===== src/rtl/fsw_pkg.sv =====
package fsw_pkg;
  typedef enum logic [1:0] {
    SEL_START = 2'd0,
    SEL_STEP  = 2'd1,
    SEL_DWELL = 2'd2,
    SEL_COUNT = 2'd3
  } cfg_sel_e;
endpackage


===== src/rtl/fsw_cfg_regs.sv =====
module fsw_cfg_regs
  import fsw_pkg::*;
#(
  parameter int FREQ_W  = 20,
  parameter int STEP_W  = 16,
  parameter int DWELL_W = 16,
  parameter int CNT_W   = 8
) (
  input  logic               clk,
  input  logic               rst,
  input  logic               we,
  input  logic [1:0]         sel,
  input  logic [FREQ_W-1:0]  wdata,
  output logic [FREQ_W-1:0]  start_o,
  output logic [STEP_W-1:0]  step_o,
  output logic [DWELL_W-1:0] dwell_o,
  output logic [CNT_W-1:0]   count_o
);
  always_ff @(posedge clk) begin
    if (rst) begin
      start_o <= '0;
      step_o  <= '0;
      dwell_o <= '0;
      count_o <= '0;
    end else if (we) begin
      case (cfg_sel_e'(sel))
        SEL_START: start_o <= wdata;
        SEL_STEP:  step_o  <= wdata[STEP_W-1:0];
        SEL_DWELL: dwell_o <= wdata[DWELL_W-1:0];
        SEL_COUNT: count_o <= wdata[CNT_W-1:0];
        default:   ;
      endcase
    end
  end

  // a write to the start register lands on the next edge
  assert_start_write_R2: assert property (@(posedge clk) disable iff (rst)
    (we && sel == 2'd0) |=> start_o == $past(wdata));
endmodule


===== src/rtl/fsw_dwell_timer.sv =====
module fsw_dwell_timer #(
  parameter int W = 16
) (
  input  logic         clk,
  input  logic         rst,
  input  logic         restart,
  input  logic         tick,
  input  logic [W-1:0] limit,
  output logic         expire
);
  logic [W-1:0] cnt;
  logic [W-1:0] limit_eff;
  logic [W:0]   cnt_nxt;

  assign limit_eff = (limit == '0) ? W'(1) : limit;
  assign cnt_nxt   = {1'b0, cnt} + (W+1)'(1);
  assign expire    = tick && !restart && (cnt_nxt >= {1'b0, limit_eff});

  always_ff @(posedge clk) begin
    if (rst || restart) cnt <= '0;
    else if (tick)      cnt <= expire ? '0 : cnt_nxt[W-1:0];
  end

  // every expiry begins a new dwell from zero
  assert_dwell_restart_R4: assert property (@(posedge clk) disable iff (rst)
    expire |=> cnt == '0);
  // a restart request (lock or idle) empties the count
  assert_restart_clears_R7: assert property (@(posedge clk) disable iff (rst)
    restart |=> cnt == '0);
endmodule


===== src/rtl/fsw_index_ctr.sv =====
module fsw_index_ctr #(
  parameter int W = 8
) (
  input  logic         clk,
  input  logic         rst,
  input  logic         clear,
  input  logic         advance,
  input  logic [W-1:0] limit,
  output logic         last,
  output logic [W-1:0] idx
);
  logic [W-1:0] limit_eff;
  logic [W:0]   idx_nxt;

  assign limit_eff = (limit == '0) ? W'(1) : limit;
  assign idx_nxt   = {1'b0, idx} + (W+1)'(1);
  assign last      = idx_nxt >= {1'b0, limit_eff};

  always_ff @(posedge clk) begin
    if (rst || clear)  idx <= '0;
    else if (advance)  idx <= last ? '0 : idx_nxt[W-1:0];
  end

  // finishing the last trial frequency returns the index to zero
  assert_idx_wrap_R6: assert property (@(posedge clk) disable iff (rst)
    (advance && last && !clear) |=> idx == '0);
endmodule


===== src/rtl/freq_sweeper.sv =====
module freq_sweeper #(
  parameter int FREQ_W  = 20,
  parameter int STEP_W  = 16,
  parameter int DWELL_W = 16,
  parameter int CNT_W   = 8
) (
  input  logic              clk,
  input  logic              rst,
  input  logic              cfg_we,
  input  logic [1:0]        cfg_sel,
  input  logic [FREQ_W-1:0] cfg_wdata,
  input  logic              sym_tick,
  input  logic              lock_in,
  input  logic              sweep_en,
  output logic [FREQ_W-1:0] freq_word,
  output logic              sweep_active,
  output logic              lock_hold,
  output logic              pass_wrap,
  output logic [CNT_W-1:0]  step_index
);
  logic [FREQ_W-1:0]  start_r;
  logic [STEP_W-1:0]  step_r;
  logic [DWELL_W-1:0] dwell_r;
  logic [CNT_W-1:0]   count_r;
  logic               run, start_pulse, restart, advance, last;

  fsw_cfg_regs #(.FREQ_W(FREQ_W), .STEP_W(STEP_W), .DWELL_W(DWELL_W), .CNT_W(CNT_W)) u_regs (
    .clk(clk), .rst(rst), .we(cfg_we), .sel(cfg_sel), .wdata(cfg_wdata),
    .start_o(start_r), .step_o(step_r), .dwell_o(dwell_r), .count_o(count_r)
  );

  assign run         = sweep_en && sweep_active;
  assign start_pulse = sweep_en && !sweep_active;
  assign restart     = !run || lock_in;

  fsw_dwell_timer #(.W(DWELL_W)) u_dwell (
    .clk(clk), .rst(rst), .restart(restart), .tick(sym_tick),
    .limit(dwell_r), .expire(advance)
  );

  fsw_index_ctr #(.W(CNT_W)) u_index (
    .clk(clk), .rst(rst), .clear(!run), .advance(advance),
    .limit(count_r), .last(last), .idx(step_index)
  );

  always_ff @(posedge clk) begin
    if (rst) begin
      freq_word    <= '0;
      sweep_active <= 1'b0;
      lock_hold    <= 1'b0;
      pass_wrap    <= 1'b0;
    end else begin
      sweep_active <= sweep_en;
      lock_hold    <= run && lock_in;
      pass_wrap    <= advance && last;
      if (start_pulse)  freq_word <= start_r;
      else if (advance) freq_word <= last ? start_r : freq_word + FREQ_W'(step_r);
    end
  end

  // inhibited sweep never moves the frequency word
  assert_hold_inhibit_R8: assert property (@(posedge clk) disable iff (rst)
    (!sweep_en) |=> (rst || $stable(freq_word)));
  // lock during a running sweep freezes the word
  assert_lock_freeze_R7: assert property (@(posedge clk) disable iff (rst)
    (run && lock_in) |=> (rst || $stable(freq_word)));
  // enabling loads the programmed start value
  assert_enable_load_R3: assert property (@(posedge clk) disable iff (rst)
    start_pulse |=> (rst || freq_word == $past(start_r)));
  // the wrap flag is a single-cycle pulse
  assert_wrap_pulse_R6: assert property (@(posedge clk) disable iff (rst)
    pass_wrap |=> (rst || !pass_wrap || $past(advance)));
endmodule


===== config.mk =====
export PLATFORM = sky130hd
export DESIGN_NAME = freq_sweeper
export DESIGN_NICKNAME = d
export VERILOG_FILES = /design/src/rtl/fsw_pkg.sv /design/src/rtl/fsw_cfg_regs.sv /design/src/rtl/fsw_dwell_timer.sv /design/src/rtl/fsw_index_ctr.sv /design/src/rtl/freq_sweeper.sv
export SDC_FILE = /design/constraint.sdc
export NUM_CORES = 1
export LEC_CHECK = 0
export BUFFER_PORTS_ARGS = -buffer_cell sky130_fd_sc_hd__buf_2
export CORE_ASPECT_RATIO = 1.2
export CORE_MARGIN = 2
export CORE_UTILIZATION = 50
export DETAILED_ROUTE_END_ITERATION = 7
export GPL_ROUTABILITY_DRIVEN = 0
export PLACE_DENSITY = 0.66
export SETUP_SLACK_MARGIN = 0.2
export SYNTH_ARGS = -nofsm -noshare
export SYNTH_HDL_FRONTEND = slang
export SYNTH_HIERARCHICAL = 1
export SYNTH_SLANG_ARGS = --single-unit

===== constraint.sdc =====
create_clock -name clk -period 11 [get_ports clk]
set_clock_uncertainty 0.1 [all_clocks]
set_input_delay 1.1 -clock clk [delete_from_list [all_inputs] [get_ports clk]]
set_output_delay 1.1 -clock clk [all_outputs]
set_load 0.01 [all_outputs]

==> metrics.txt, run 1 <==
HPWL Detailed 11,000 um; H-Tree Depth 3; Synth Area in Simple Gates 25.7%; reg2reg end freq_word[17]$_SDFFE_PP0P_; Area Overhead vs Synth 10.1%; CTS tree yes; Filler cells roughly 1,100; GRT Max-Usage Layer met2; Multi-input gate area ~3900 sq um; Avg WL per Cell 15.9 um; Async S/R FF share, synth 0%; Comb pwr share between 10 and 15%; DRC viols 0; placed instance area 6700 sq um; Routed Antenna Nets 0; root buffer cell clkbuf_16; P_sw 0.232 mW; Crit path required time 11.17 ns; crit-path cells ha_1 > nand2_1 > nor3_1 > nand4_1 > xnor2_1 > ha_1 > nand3_1 > nor4_1 > a22o_1 > a211oi_2 > buf_4 > nor3b_1 > buf_4 > nand2b_1 > nand2_1 > or4_1 > a31oi_1; gr usage total 22.1%; setup bufs post-CTS 0; post_cts resized 0; Clock Pin Slew Worst Setup and Hold Paths approximately 0.070 ns; Synth warnings 6; port buffer count 58; Initial Util 50.8%; Routed WL ~15,000 um; vias in the first global route 4,908; hold_buf cts 0; Mapped Area between 6000 and 7000 sq um; CTS buffer count 9; VDD IR max 0.0000746 V; Reg power frac a little under half; Fin. Hold Viols 0; Mapped Cells about 730; Netlist cell types 67; post-layout min period 5.17 ns; initial antenna violation count 0; Final Worst Setup Slack around 5.8 ns; total negative slack 0 ns; Ports 59; dpl ws 5.92 ns; Pre-Repair DR Iteration Count 5; Top delay family on crit path simple AND/OR/NAND/NOR gates; final instance area about 7000 sq um; fraction of synthesized cell area in xor and xnor cells 4.26%; Power Total 0.881 mW; reg2reg path depth 17; Seq/Total Area, Yosys between 30% and 40%; M3 GR Usage 2.44%; reg2reg setup slack 5.83 ns; GRT met1 Usage between 20% and 30%; hold wc startpoint u_dwell/cnt[15]$_SDFFE_PP0P_; # rows 45; Iter 0 DRT Violations roughly 290; worst-skew pair later-pin latency 0.35 ns; max_cap viols 0; total gr overflow 0; clk buf depth 2; endpoints failing setup 0; Max Fclk 0.193 GHz; Hold WS 0.375 ns; core box area 12,600 sq um; first-pass GRT wire length 24,000 um; largest net degree at the start of global routing 107; Synth Flop Type dfxtp_1; RR Startpoint u_dwell/cnt[0]$_SDFFE_PP0P_; Synth Area in Adders 8.56%; main combinational cell family by area after synthesis simple AND/OR/NAND/NOR gates; Post-synth EDFFs 0; layout cells sized above 1 between 10% and 20%; Clk pwr share 39.6%; Pint 0.649 mW; Synth Area per Inst approximately 8.7 sq um; slowest CP cell nand2b_1; P_leak 2.94 nW; Buf+Inv Stages, Crit Path 2; pwr dens 126 nW/um^2; met2 Track Usage GR 36.6%; Final Cycle Share 47.0%; switch share 26.3%; post-synthesis mux area share 9.74%; CP max FO 30; Tightest Hold Check Type reg -> reg; kind of critical path reg -> reg; diode count 0; Post-Syn Nets 802; # nets final 834; Largest stage delay, worst path 0.88 ns; status completed; Max Transition Viols Final 0; die area 13,700 sq um; Vias/cell 5.55; DIE HEIGHT 128 um; worst-margin pin slew 1.14 ns; #FFs+latches synth 107; RSZ-0062 raised after global routing no; WHS Endpoint u_dwell/cnt[15]$_SDFFE_PP0P_; Min-Delay Path Depth 2; Startpoint Class register; Slew headroom between 20% and 30%; Worst EP arrival 5.34 ns; clock sinks 107; CP Capture Type register; Vias 5,171; post-synthesis compound-gate area fraction 12.9%; Reg area 2140 sq um; Die W between 100 and 150 um
==> cell type report <==
type	count	share of cell area [%]
clock buffer	10	3.26
inverter	35	1.87
sequential	107	30.5
tap	164	2.92
timing repair buffer	62	4.56
multi-input combinational	548	55.6
clock inverter	6	1.27
==> cell usage in the layout, fill, tap and decap left out, types with 31 or more instances in the layout <==
cell type / Yosys / layout
nand3_1: 31 / 31
a21oi_1: 37 / 37
ha_1: 42 / 42
mux2i_1: 62 / 62
nand2b_1: 107 / 107
nor2_1: 37 / 37
buf_2: 8 / 58
nand2_1: 46 / 46
inv_1: 35 / 35
dfxtp_1: 107 / 107
==> power by group through the flow <==
stage                     logic [mW]  registers, mW  clock network (mW)
after floorplan               0.0887          0.419                   0
after global placement         0.117          0.419                   0
after detailed placement       0.121          0.420                   0
after CTS                      0.121          0.411               0.354
after global routing           0.134          0.413               0.369
final                          0.122          0.411               0.348
==> kinds of logic (layout without fill, tap and decap cells) <==
| kind of cell | count (synthesis) | count (layout) |
|---|---|---|
| compound gates | 119 | 119 |
| flops | 107 | 107 |
| buf+inv | 76 | 113 |
| xor+xnor | 31 | 31 |
| mux | 62 | 62 |
| fa+ha+maj | 43 | 43 |
| simple gates | 293 | 293 |
==> metal layers <==
layer,part of all wire (%),wire [um]
met5,0,0
met4,3.0,450
met3,3.2,479
met2,49,7330
met1,44,6600
==> flip-flops by register name (all words and copies together), names as in the netlist <==
signal          cells
u_regs/count_o      8
freq_word          20
pass_wrap           1
lock_hold           1
u_dwell/cnt        16
sweep_active        1
u_regs/step_o      16
u_index/idx         8
u_regs/dwell_o     16
u_regs/start_o     20
==> synth_stat cells, types with 4 or more instances <==
| master | n | area share (%) |
|---|---|---|
| a21oi_1 | 37 | 2.9 |
| o21ai_0 | 15 | 1.2 |
| nor3_1 | 11 | 0.86 |
| a21o_1 | 5 | 0.59 |
| ha_1 | 42 | 8.2 |
| nand4b_1 | 4 | 0.55 |
| o21a_1 | 4 | 0.47 |
| nand3b_1 | 7 | 0.82 |
| nand3_1 | 31 | 2.4 |
| nand4_1 | 8 | 0.79 |
| a31oi_1 | 15 | 1.5 |
| xor2_1 | 13 | 1.8 |
| dfxtp_1 | 107 | 34 |
| nand2_1 | 46 | 2.7 |
| nand2b_1 | 107 | 11 |
| and3_1 | 4 | 0.39 |
| a311oi_1 | 10 | 1.4 |
| buf_4 | 6 | 0.71 |
| mux2i_1 | 62 | 9.7 |
| nor4_1 | 5 | 0.49 |
| nor2b_1 | 6 | 0.59 |
| nor3b_1 | 7 | 0.82 |
| inv_1 | 35 | 2.1 |
| clkbuf_1 | 21 | 1.2 |
| xnor2_1 | 18 | 2.5 |
| buf_2 | 8 | 0.63 |
| nor2_1 | 37 | 2.2 |
==> metrics by stage <==
step,util [%],instances
floorplan,-,731
global placement,53.4,916
detailed placement,53.4,916
CTS,55.9,932
global route,55.9,932
finish,55.9,932
==> worst reg2reg max path: cells and delay by family, from the launching register on <==
family,cells,cell delay [ns]
flip-flops,1,0.42
AND/OR/NAND/NOR,9,2.95
adder cells (fa/ha/maj),2,0.59
AO/OA/AOI/OAI,3,0.42
buffers and inverters,2,0.44
XOR/XNOR,1,0.18
==> worst max-delay path by stage <==
stage / startpoint / end / slack [ns] / depth (start not counted)
floorplan: u_dwell/cnt[3]$_SDFFE_PP0P_ / freq_word[0]$_SDFFE_PP0P_ / 6.98 / 18
global placement: u_dwell/cnt[0]$_SDFFE_PP0P_ / freq_word[17]$_SDFFE_PP0P_ / 6.16 / 17
detailed placement: u_dwell/cnt[0]$_SDFFE_PP0P_ / freq_word[17]$_SDFFE_PP0P_ / 5.92 / 17
CTS: u_dwell/cnt[0]$_SDFFE_PP0P_ / freq_word[17]$_SDFFE_PP0P_ / 5.88 / 17
global route: u_dwell/cnt[0]$_SDFFE_PP0P_ / freq_word[17]$_SDFFE_PP0P_ / 5.41 / 17
finish: u_dwell/cnt[0]$_SDFFE_PP0P_ / freq_word[17]$_SDFFE_PP0P_ / 5.83 / 17
Power figures use the tool's default switching activity.
==> run 2, diff against run 1 <==
ABC_AREA = 1   (was default)
PLACE_DENSITY = 0.68   (was 0.66)
clock period = 4.31 ns   (was 11 ns; I/O delays follow)
==> run 2 against run 1 <==
Compared with the run above: synthesized cell count is 55% higher; total power grew to 2.5 times the previous value; non-clock buffer count is 4 higher; sequential cell count stayed put; count of clock-buffer cells in the layout is 1 lower; critical path depth is 5 higher; critical path type unchanged; cell count is 44% higher; via count is 26% higher; global-route usage is 0.66 points higher; setup slack worse by 5.1 ns; core utilization hardly changed; sequential share of layout area is 2.8 points lower.
==> metrics.txt, run 2 <==
status completed; Post-Syn Nets 1,202; top-count cell post-synth nand2_1; Synth Flop Type dfxtp_1; CTS tree yes; Vias 6,528; Seq/Total Area, Yosys 30.3%; Routed Antenna Nets 0; Mapped Cells 1,131; Largest stage delay, worst path about 0.40 ns; worst-margin pin slew 0.805 ns; top cell type by total area after synthesis dfxtp_1; DRC viols 0; Synth Area in Adders 7.72%; hold_buf cts 0; Clock Pin Slew Worst Setup and Hold Paths 0.07 ns; Ports just under 60; vias in the first global route 6,020; endpoints failing setup 0; CP Capture Type register; crit-path cells ha_1 > nand2_2 > inv_2 > nand2_2 > nor2_4 > nand2_1 > o21ai_0 > nand2_1 > ha_1 > a21oi_1 > nor2_1 > nor2_1 > nand3_1 > nor2_1 > nand2_2 > nand2_4 > inv_1 > nor2_2 > inv_1 > o21ai_0 > o21bai_1 > a21oi_1; largest net degree at the start of global routing 56; fraction of synthesized cell area in xor and xnor cells 2.48%; max_cap viols 0; Crit path required time 4.43 ns; # rows 47; core box area 13,800 sq um; Max Fclk 0.281 GHz; Post-synth top cells nand2_1, nor2_1, inv_1; RSZ-0062 raised after global routing no; Worst EP arrival 3.68 ns; Routed WL 16,900 um; first-pass GRT wire length between 20,000 and 30,000 um; Iter 0 DRT Violations approximately 520; Async S/R FF share, synth 0%; Fin. Hold Viols 0; Startpoint Class register; VDD IR max approximately 0.00019 V; die area 15,100 sq um; Final Worst Setup Slack 0.750 ns; Final Cycle Share 82.6%; Mapped Area roughly 7000 sq um; CP max FO 17; Pre-Repair DR Iteration Count 5; main area contributors after synthesis dfxtp_1, nand2_1, nor2_1; total negative slack 0 ns; CTS buffer count 9; clk buf depth 2; Initial Util between 50 and 60%; total gr overflow 0; #FFs+latches synth around 110; worst-skew pair later-pin latency 0.35 ns; Max Transition Viols Final 0; Avg WL per Cell 12.6 um; diode count 0; gr usage total about 23%; Die W between 100 and 150 um; initial antenna violation count 0; kind of critical path reg -> reg; dpl ws 0.751 ns; clock sinks 107; proportion of netlist area held by the largest area contributor 30.3%; Filler cells 1,410; layout cells sized above 1 13.6%; HPWL Detailed roughly 13,000 um; Slew headroom 46.3%; Power Total between 2 and 2.5 mW; Synth warnings 6; pwr dens 290 nW/um^2; Synth Area in Simple Gates 37.2%; Tightest Hold Check Type in -> reg; setup bufs post-CTS 0; Post-synth EDFFs 0; DIE HEIGHT approximately 130 um; # nets final around 1,200; post-synthesis compound-gate area fraction 9.91%; post_cts resized 0; post-layout min period 3.56 ns; post-synthesis mux area share 0%; port buffer count between 50 and 60; root buffer cell clkbuf_16; H-Tree Depth 3; slowest CP cell dfxtp_1; main combinational cell family by area after synthesis simple AND/OR/NAND/NOR gates; P_leak 3.95 nW; Vias/cell 4.85; Top Registers freq_word: 20 flops, u_regs/start_o: 20 flops; leading cell type in the layout, fill and taps excluded nand2_1; commonest non-fill, non-tap cells in the layout nand2_1, nor2_1, inv_1; Hold WS between 0.2 and 0.25 ns; Area Overhead vs Synth 9.31%; Synth Area per Inst between 6 and 7 sq um; Netlist cell types 38
## run 2: critical path: cells and delay by family (launching register included)
kind                     cells  cell delay [ns]
buffers and inverters        3             0.41
flip-flops                   1             0.40
adder cells (fa/ha/maj)      2             0.54
AO/OA/AOI/OAI                5             0.66
AND/OR/NAND/NOR             12             1.34
## run 2: logic make-up (layout without fill, tap and decap cells)
group,count (synthesis),after routing
AOI/OAI and AO/OA,117,117
xor gates and xnor gates,20,20
adders and majority gates,43,43
buffers and inverters,223,266
DFF,107,107
and+or+nand+nor,621,621
## run 2: through the flow
step	area (sq um)	util (%)	instances
floorplan	7070	-	1131
global placement	7450	53.9	1329
detailed placement	7450	53.9	1329
CTS	7730	55.9	1345
global route	7730	55.9	1345
finish	7730	55.9	1345
## run 2: power breakdown
group / total [mW] / internal (mW) / switching (mW) / leakage (nW)
registers: 1.07 / 1.03 / 0.0378 / 0.873
logic: 0.383 / 0.135 / 0.248 / 2.95
clock network: 0.787 / 0.397 / 0.390 / 0.133
## run 2: area by class of cell
cell class	instances	area [sq um]	share of cell area, %
multi-input combinational	801	4050	52.5
sequential	107	2140	27.7
inverter	184	691	8.94
timing repair buffer	66	350	4.53
clock buffer	9	225	2.91
tap	171	214	2.77
clock inverter	7	51.3	0.664
## run 2: layer usage
metal	GRT usage, %	up-vias	wire length [um]
met1	28.4	2882	7790
met2	40.8	87	8360
met4	6.37	0	278
met3	3.16	17	459
met5	0	-	0
li1	-	3542	-
## run 2: worst paths after layout
path	from	end	slack, ns	cells after the start
max reg2reg	u_dwell/cnt[0]$_SDFFE_PP0P_	freq_word[13]$_SDFFE_PP0P_	0.75	22
max	u_dwell/cnt[0]$_SDFFE_PP0P_	freq_word[13]$_SDFFE_PP0P_	0.75	22
min	lock_in	lock_hold$_SDFF_PP0_	0.22	3
min reg2reg	u_regs/start_o[12]$_SDFFE_PP0P_	u_regs/start_o[12]$_SDFFE_PP0P_	0.39	2
